$ cat src/rtl/osc_switch_ctrl.sv
module osc_switch_ctrl #(
  parameter int          SETTLE_CYCLES = 10,
  parameter logic [2:0]  RESET_SRC     = 3'd0
) (
  input  logic       clk,
  input  logic       rst_n,
  input  logic [2:0] req_src,
  input  logic       sw_set,
  input  logic       sw_cancel,
  input  logic       fail_det,
  input  logic       wdt_fscm_en,
  input  logic       sosc_keep,
  input  logic [3:0] osc_ready,
  input  logic       pll_lock,
  output logic [2:0] cur_src,
  output logic [2:0] clk_sel,
  output logic [3:0] osc_en,
  output logic       pll_en,
  output logic       sw_en,
  output logic       lock,
  output logic       cf
);

  localparam int CW = $clog2(SETTLE_CYCLES + 1);

  typedef enum logic [1:0] {S_IDLE, S_RDY, S_LOCK, S_SETTLE} st_t;

  st_t           st;
  logic [2:0]    tgt;
  logic [CW-1:0] cnt;

  function automatic logic uses_pll(input logic [2:0] s);
    return (s == 3'd1) || (s == 3'd3);
  endfunction

  function automatic logic is_xtal(input logic [2:0] s);
    return (s == 3'd2) || (s == 3'd3) || (s == 3'd4);
  endfunction

  function automatic logic [3:0] osc_of(input logic [2:0] s);
    case (s)
      3'd0, 3'd1: return 4'b0001;
      3'd2, 3'd3: return 4'b0010;
      3'd4:       return 4'b0100;
      3'd5:       return 4'b1000;
      default:    return 4'b0000;
    endcase
  endfunction

  logic busy, bad_req, tgt_ready;

  assign busy      = (st != S_IDLE);
  assign bad_req   = (req_src > 3'd5) || (req_src == cur_src) ||
                     (uses_pll(req_src) && uses_pll(cur_src));
  assign tgt_ready = !is_xtal(tgt) || |(osc_ready & osc_of(tgt));
  assign osc_en    = osc_of(cur_src) | (busy ? osc_of(tgt) : 4'b0000) |
                     {wdt_fscm_en, sosc_keep, 2'b00};
  assign pll_en    = uses_pll(cur_src) | (busy & uses_pll(tgt));

  always_ff @(posedge clk) begin
    if (!rst_n) begin
      st      <= S_IDLE;
      tgt     <= RESET_SRC;
      cnt     <= '0;
      cur_src <= RESET_SRC;
      clk_sel <= RESET_SRC;
      sw_en   <= 1'b0;
      lock    <= 1'b0;
      cf      <= 1'b0;
    end else begin
      if (fail_det) cf <= 1'b1;
      if (sw_cancel) begin
        sw_en <= 1'b0;
        st    <= S_IDLE;
        if (!busy) lock <= pll_lock && uses_pll(cur_src);
      end else begin
        case (st)
          S_IDLE: begin
            lock <= pll_lock && uses_pll(cur_src);
            if (!sw_en) begin
              if (sw_set) sw_en <= 1'b1;
            end else if (bad_req) begin
              sw_en <= 1'b0;
            end else begin
              tgt  <= req_src;
              lock <= 1'b0;
              cf   <= 1'b0;
              st   <= S_RDY;
            end
          end
          S_RDY: begin
            if (tgt_ready) begin
              cnt <= '0;
              st  <= uses_pll(tgt) ? S_LOCK : S_SETTLE;
            end
          end
          S_LOCK: begin
            if (pll_lock) begin
              lock <= 1'b1;
              cnt  <= '0;
              st   <= S_SETTLE;
            end
          end
          S_SETTLE: begin
            if (cnt == CW'(SETTLE_CYCLES - 1)) begin
              cur_src <= tgt;
              clk_sel <= tgt;
              sw_en   <= 1'b0;
              st      <= S_IDLE;
            end else begin
              cnt <= cnt + 1'b1;
            end
          end
          default: st <= S_IDLE;
        endcase
      end
    end
  end

endmodule


$ cat config.mk
export PLATFORM = sky130hd
export DESIGN_NAME = osc_switch_ctrl
export DESIGN_NICKNAME = d
export VERILOG_FILES = /design/src/rtl/osc_switch_ctrl.sv
export SDC_FILE = /design/constraint.sdc
export NUM_CORES = 1
export LEC_CHECK = 0
export ABC_CLOCK_PERIOD_IN_PS = 3800
export BUFFER_PORTS_ARGS = -buffer_cell sky130_fd_sc_hd__buf_2
export CAP_MARGIN = 10
export CORE_MARGIN = 2
export CORE_UTILIZATION = 55
export CTS_CLUSTER_SIZE = 30
export DETAILED_ROUTE_END_ITERATION = 8
export PLACE_DENSITY = 0.83
export SETUP_SLACK_MARGIN = 0.1
export SLEW_MARGIN = 20
export SYNTH_ARGS = -nofsm -noshare
export SYNTH_HDL_FRONTEND = slang
export SYNTH_SLANG_ARGS = --single-unit
$ cat constraint.sdc
create_clock -name clk -period 3.8 [get_ports clk]
set_clock_uncertainty 0.15 [all_clocks]
set_input_delay 0.57 -clock clk [delete_from_list [all_inputs] [get_ports clk]]
set_output_delay 0.57 -clock clk [all_outputs]
set_load 0.005 [all_outputs]
After elaboration in Yosys (flattened, before gate mapping). Index checks and enable logic that the tools add are counted.

Register bits after elaboration: 15. Input bits: 15. Output and inout port bits: 14. Word-level logic and storage cells: 102.

Equality and inequality tests: 25. $add $sub $neg: 1. Bitwise operators: 8. Reductions and logical operators: 30. Magnitude comparators: 1. Multiplexer cells: 30.

Operator list (number): one-hot mux 4 bit (4 select lines) (2); two-way mux 4 bit (4); == test 3 x 2 -> 1 bit (second input constant) (5); two-way mux 1 bit (15); inequality test 2 bit (second input constant) (7); == test 3 bit (second input constant) (4); one-hot mux 4 bit (3 select lines) (1); two-way mux 2 bit (5); AND reduction 5 bit (2); OR reduction 2 bit (5); == test 3 x 1 -> 1 bit (second input constant) (3); logical OR 1 bit (8); bitwise OR 4 bit (2); one-hot mux 2 bit (4 select lines) (1); zero test 3 bit (2); AND reduction 3 bit (2); nonzero test 3 bit (2); adder 4 x 1 -> 4 bit (second input constant) (1); bitwise AND 4 bit (1); == test 2 bit (second input constant) (2); == test 4 bit (second input constant) (1); one-hot mux 1 bit (2 select lines) (2); AND reduction 4 bit (1); nonzero test 2 bit (2); other kinds (12) (15).

Longest topological paths before layout. Gate-level depths: netlist of run 1.

Depth in word-level cells: 8. Mapped depth: 6.

Worst setup path after synthesis of run 1. Ideal clock, no wire load.

Path kind: register to output. From: register st[0]. To: output osc_en[2]. Path slack: 1830 ps. Arrival time: 1250 ps. Required time: 3080 ps. Stages on the path, launching flop included: 6. Cell sequence: dfxtp_1 -> inv_1 -> ha_1 -> clkbuf_1 -> nor3_1 -> a311o_1.

Longest elaborated chain between the ends: 4.

Ends and longest elaborated chain: start, declared (line 28) `st_t st;`; start signal, assigned (line 94) `st <= uses_pll(tgt) ? S_LOCK : S_SETTLE;`; nonzero test 2 bit (line 52) `assign busy = (st != S_IDLE);`; two-way mux 4 bit (line 56) `assign osc_en = osc_of(cur_src) | (busy ? osc_of(tgt) : 4'b0000) |`; bitwise OR 4 bit (2 in a row) (line 56); end, declared (line 17) `output logic [3:0] osc_en,`.

No other way between the ends.

Worst setup path in the final report of run 1. Same ends and word-level chain as after synthesis.

==> run_results.csv, run 1 <==
group,metric,value,unit
outcome,status,"finished clean",
global_routing,gr-usage-all-layers,24.48,%
timing,slew_viol_final,0,
setup_path,cp_max_fo,14,
synth,synthesis.nets,151,
global_routing,grt_max_degree,15,
placed_design,dp.cells,174,
finish,insertedDiodeCount,0,
detailed_routing,drc,0,
placed_design,portBuffers,26,
synth,synth_cells,130,
cts,cts_hold_buf,0,
cts,post_cts_buffers,0,
floorplan,num_io_pins,29,
placed_design,routabilityCongestion,0.8110,
pwr,power_density,242.7,nW/um^2
timing,final.setup.tns,0,ps
timing,finalHoldViolCount,0,
detailed_routing,vias_per_cell,6.034,
timing,fmax,406.7,MHz
placed_design,placed_area,1161,um^2
finish,drive_gt1_share,23.53,%
synth,synth_common_cells,"19 x nand2_1, 15 x dfxtp_1, 11 x a21oi_1",
detailed_routing,drt_wl_total,2.513,mm
placed_design,hpwl,1.902,mm
global_routing,grt_use_met1,29.20,%
hold_path,worstHoldStart,"cnt[1]$_SDFFE_PN0P_",
setup_path,worstRegToRegCells,6,
timing,post-route-period-util,64.70,%
global_routing,antenna_found_initial,0,
floorplan,die_width,47.61,um
synth,synth_top_area_share,28.71,%
finish,layout.cells.non_filler,178,
global_routing,grt-ovfl-total,0,
detailed_routing,dr.pass1.iters,4,
setup_path,cp-start-kind,"flop",
synth,synth_area_per_cell,8.046,um^2
detailed_routing,drt_iter0_markers,25,
synth,ys.warnings.count,0,
cts,cts_buffer_depth,2,
synth,post-synth-top-count-cell,"nand2_1",
setup_path,r2r_slack,1710,ps
hold_path,holdPathEnd,"cnt[1]$_SDFFE_PN0P_",
pwr,vdd_drop_max,0.0001447,V
floorplan,std_cell_rows,15,
cts,cts.clk_slew.worst_paths,90,ps
setup_path,cp_data_arrival_time,1740,ps
hold_path,hold_depth,2,
detailed_routing,antenna_left,0,
setup_path,worstReg2RegStart,"st[0]$_SDFFE_PP0P_",
hold_path,hold_path_class,"flop to flop",
detailed_routing,routedWlPerCell,14.12,um
cts,post_cts_resized,0,
finish,fin_area,1187,um^2
finish,nets,175,
synth,synth_ff_type,"dfxtp_1",
synth,synthTopCellsByArea,"dfxtp_1 29%, ha_1 7.2%, nand2_1 6.8%, a21oi_1 5.3%, mux2i_1 3.8%",
cts,cts_tree,"yes",
floorplan,initial_core_util,59.29,%
global_routing,met2_usage,43.78,%
synth,synth_edf_count,0,
cts,clock_latency,290,ps
floorplan,fp.dieArea,2267,um^2
timing,relSlewSlack,67.82,%
run,drv_cap,0,
pwr,power,0.2882,mW
cts,ctsRootBufferMaster,"clkbuf_4",
setup_path,reg2reg_to,"cnt[2]$_SDFFE_PN0P_",
timing,finalSetupViolations,0,
setup_path,crit_path_end_kind,"output port",
timing,worst_pin_slew,482.8,ps
cts,numCtsBuffers,3,
setup_path,critical_path_class,"flop to output port",
synth,async_flop_share,0,%
synth,synth_area_leader_cell,"dfxtp_1",
synth,synth-seq-area-share,28.71,%
finish,fillers,177,
setup_path,cp.required,3080,ps
floorplan,die_height,47.61,um
timing,rsz0062_at_grt,"false",
cts,h-tree-depth,1,
floorplan,core_area,1764,um^2
global_routing,grt.busiest_layer,"met2",
synth,synth_cell_type_count,40,
detailed_routing,vias,1074,
synth,ys_ff_latch,15,
global_routing,grt_pass1_vias,913,
timing,layout_min_cycle_time,2459,ps
pwr,leakagePower,0.4701,nW
timing,holdWs,361.9,ps
global_routing,met3_usage,3.396,%
global_routing,grt_first_pass_wirelength,3.864,mm
synth,netlist_area,1046,um^2
cts,cts_sinks,15,
finish,area_growth,13.52,%
-- cell usage in the layout (no fill, tap or decap), types with 2 or more instances in the layout --
cell / instances
mux2i_1: 4
nand2_1: 19
xnor2_1: 3
o21ai_1: 5
a31oi_1: 3
ha_1: 6
buf_2: 26
a21oi_1: 11
dfxtp_1: 15
nand4_1: 3
and2_1: 2
inv_1: 7
o31ai_1: 2
inv_2: 2
clkbuf_4: 3
nand2b_1: 4
nor2_1: 7
nand3_1: 2
o21ai_0: 6
nand4b_1: 4
-- metal layers --
metal / part of all wire, % / up-vias
li1: - / 514
met1: 41 / 509
met2: 50 / 46
met3: 7.3 / 5
met4: 1.5 / 0
met5: 0 / -
-- flip-flops by register name, indices dropped and copies added (netlist names) --
register	cells
cf	1
st	2
sw_en	1
clk_sel	3
lock	1
cnt	4
tgt	3
-- how the worst max path moves through the flow --
stage | startpoint | to | slack, ps | cells after the start
finish | st[0]$_SDFFE_PP0P_ | osc_en[2] | 1340 | 5
CTS | st[0]$_SDFFE_PP0P_ | osc_en[2] | 1360 | 5
global route | st[0]$_SDFFE_PP0P_ | osc_en[2] | 1260 | 5
global placement | st[0]$_SDFFE_PP0P_ | osc_en[2] | 1740 | 5
floorplan | st[0]$_SDFFE_PP0P_ | osc_en[2] | 1830 | 5
detailed placement | st[0]$_SDFFE_PP0P_ | osc_en[2] | 1710 | 5
-- final cells by class --
class	instances	area, um^2	area share [%]
well taps	25	31.28	2.634
multi-input cells	98	661.9	55.74
inverters	10	37.54	3.161
flip-flops and latches	15	300.3	25.29
repair buffers	26	130.1	10.96
clock buffers	4	26.28	2.213
-- power by group --
part	switching (mW)	total, mW	internal (mW)
combinational	0.0177	0.0324	0.0147
clock	0.0531	0.0940	0.0409
sequential	0.00257	0.162	0.159
-- stage by stage --
step / util (%) / setup slack [ps]
final: 67.31 / 1341
after global routing: 67.31 / 1265
after CTS: 67.31 / 1361
after detailed placement: 65.82 / 1706
after global placement: 65.82 / 1736
after floorplan: - / 1830
-- kinds of logic after synthesis --
logic type	count (synthesis)	share of synthesized area, %
AO/OA/AOI/OAI	36	22.97
XOR/XNOR	3	2.512
adder cells (fa/ha/maj)	6	7.177
buffers and inverters	17	8.014
flip-flops	15	28.71
multiplexers	4	3.828
AND/OR/NAND/NOR	49	26.79
-- worst max-delay path, stage by stage (launching register included) --
cell and delay, ps:
dfxtp_1 370, inv_1 100, ha_1 460, nor3_1 110, a311o_1 290, buf_2 130
(Power assumes the default switching activity.)
==> run 2, diff against run 1 <==
--- a/config.mk
+++ b/config.mk
@@ -5,14 +5,14 @@
 export SDC_FILE = /design/constraint.sdc
 export NUM_CORES = 1
 export LEC_CHECK = 0
-export ABC_CLOCK_PERIOD_IN_PS = 3800
+export ABC_CLOCK_PERIOD_IN_PS = 2230
 export BUFFER_PORTS_ARGS = -buffer_cell sky130_fd_sc_hd__buf_2
 export CAP_MARGIN = 10
 export CORE_MARGIN = 2
-export CORE_UTILIZATION = 55
+export CORE_UTILIZATION = 46
 export CTS_CLUSTER_SIZE = 30
 export DETAILED_ROUTE_END_ITERATION = 8
-export PLACE_DENSITY = 0.83
+export PLACE_DENSITY = 0.74
 export SETUP_SLACK_MARGIN = 0.1
 export SLEW_MARGIN = 20
 export SYNTH_ARGS = -nofsm -noshare
==> constraint.sdc (replaced) <==
create_clock -name clk -period 2.23 [get_ports clk]
set_clock_uncertainty 0.15 [all_clocks]
set_input_delay 0.3345 -clock clk [delete_from_list [all_inputs] [get_ports clk]]
set_output_delay 0.3345 -clock clk [all_outputs]
set_load 0.005 [all_outputs]
==> run 2 against run 1 <==
Power increased by 70%; die area increased by 18%; routed wire length decreased by 3.3%; register-to-register slack got worse by 1300 ps; cell count increased by 3.4%.
==> run_results.csv, run 2 (synthesis results as in run 1) <==
group,metric,value,unit
timing,worst_slack,217.2,ps
setup_path,cp_max_fo,13,
finish,fillers,203,
detailed_routing,drc,0,
floorplan,fp.dieArea,2671,um^2
timing,layout_min_cycle_time,2013,ps
floorplan,std_cell_rows,17,
placed_design,dp.cells,180,
finish,drive_gt1_share,26.92,%
placed_design,hpwl,1.891,mm
finish,area_growth,17.10,%
timing,relSlewSlack,74.47,%
cts,cts_sinks,15,
finish,nets,178,
setup_path,critical_path_class,"flop to output port",
timing,fmax,496.8,MHz
global_routing,gr-usage-all-layers,20.30,%
setup_path,critPathSlowestCell,"dfxtp_2",
timing,final.setup.tns,0,ps
setup_path,crit_path_max_incr_delay,350,ps
hold_path,hold_path_class,"input pin to flop",
detailed_routing,dr.pass1.iters,4,
floorplan,die_height,51.69,um
cts,cts_buffer_depth,2,
placed_design,portBuffers,26,
detailed_routing,vias_per_cell,5.755,
floorplan,initial_core_util,47.74,%
timing,finalHoldViolCount,0,
timing,finalSetupViolations,0,
detailed_routing,routedWlPerCell,13.20,um
run,drv_cap,0,
timing,rsz0062_at_grt,"false",
finish,regArea,302.8,um^2
setup_path,cp-start-kind,"flop",
finish,largest_reg_flops,4,
finish,reg_top3,"cnt x4, clk_sel x3, tgt x3",
global_routing,grt_max_degree,14,
timing,worst_pin_slew,382.4,ps
placed_design,routabilityCongestion,0.8789,
cts,h-tree-depth,1,
pwr,power,0.4894,mW
detailed_routing,antenna_left,0,
global_routing,grt_pass1_vias,1008,
detailed_routing,vias,1059,
cts,numCtsBuffers,3,
finish,layout.cells.non_filler,184,
finish,final_cell_mix,"26 x buf_2, 19 x nand2_1, 13 x dfxtp_1",
detailed_routing,drt_iter0_markers,20,
setup_path,crit_path_end_kind,"output port",
pwr,vdd_drop_max,0.0002554,V
cts,cts.clk_slew.worst_paths,90,ps
pwr,power_density,399.6,nW/um^2
setup_path,worstPathCellList,"inv_1, ha_1, buf_6, nor3_2, a311o_1, buf_2",
outcome,status,"finished clean",
cts,ctsRootBufferMaster,"clkbuf_4",
finish,multi_input_area,666.9,um^2
cts,clock_latency,280,ps
timing,post-route-period-util,90.26,%
floorplan,num_io_pins,29,
global_routing,antenna_found_initial,0,
global_routing,grt-ovfl-total,0,
setup_path,cp.required,1750,ps
floorplan,die_width,51.69,um
detailed_routing,drt_wl_total,2.429,mm
finish,top_register,"cnt",
finish,final_common_cell,"buf_2",
timing,slew_viol_final,0,
placed_design,place_ws,357.2,ps
global_routing,grt_first_pass_wirelength,4.181,mm
floorplan,core_area,2191,um^2
pwr,leakagePower,0.4869,nW
finish,insertedDiodeCount,0,
cts,cts_tree,"yes",
setup_path,cp_data_arrival_time,1530,ps
## run 2: changes by cell type in the layout (fill, tap and decap cells not counted), sizes merged
cell / delta
buf: +3
## run 2: layout make-up
class                   instances  area share [%]
multi-input cells              98           54.44
flip-flops and latches         15           24.72
inverters                      10           3.064
well taps                      28           2.860
repair buffers                 29           12.77
clock buffers                   4           2.145
## run 2: critical path, delay by kind of cell (launching register included)
family / cells / cell delay (ps)
buf+inv: 3 / 380
flops: 1 / 350
compound gates: 1 / 260
fa+ha+maj: 1 / 190
simple gates: 1 / 50
## run 2: final timing paths
check | from | end | slack [ps] | depth (start not counted)
hold / removal | fail_det | cf$_SDFF_PN0_ | 150 | 3
setup reg to reg | st[1]$_SDFFE_PP0P_ | cnt[2]$_SDFFE_PN0P_ | 410 | 6
setup / recovery | st[1]$_SDFFE_PP0P_ | osc_en[2] | 220 | 6
hold reg to reg | st[1]$_SDFFE_PP0P_ | st[1]$_SDFFE_PP0P_ | 340 | 2
## run 2: per-stage QoR
stage	hold slack, ps	instance area (um^2)	util [%]
finish	154.2	1225	55.91
detailed placement	335.3	1187	54.20
global route	151.1	1225	55.91
global placement	327.3	1187	54.20
floorplan	287.1	1046	-
CTS	152.1	1215	55.45
## run 2: repair_timing
| item | CTS | global route |
|---|---|---|
| hold buffers | 0 | 0 |
| gates cloned | 0 | 0 |
| setup buffers | 0 | 0 |
| endpoints found under the setup margin | 1 | 5 |
| gates resized for setup | 1 | 3 |
| pin swaps | 0 | 0 |
## run 2: report_power, final
part           switching [mW]  internal, mW
clock                  0.0882        0.0693
sequential            0.00407         0.271
combinational          0.0303        0.0261
total                   0.123         0.367
## run 2: metal layers
layer | part of all wire (%) | vias to the layer above | track usage (%)
met2 | 49 | 27 | 35.04
met4 | 1.4 | 0 | 8.333
li1 | - | 519 | -
met1 | 45 | 509 | 25.22
met3 | 4.4 | 4 | 2.874
met5 | 0 | - | 0
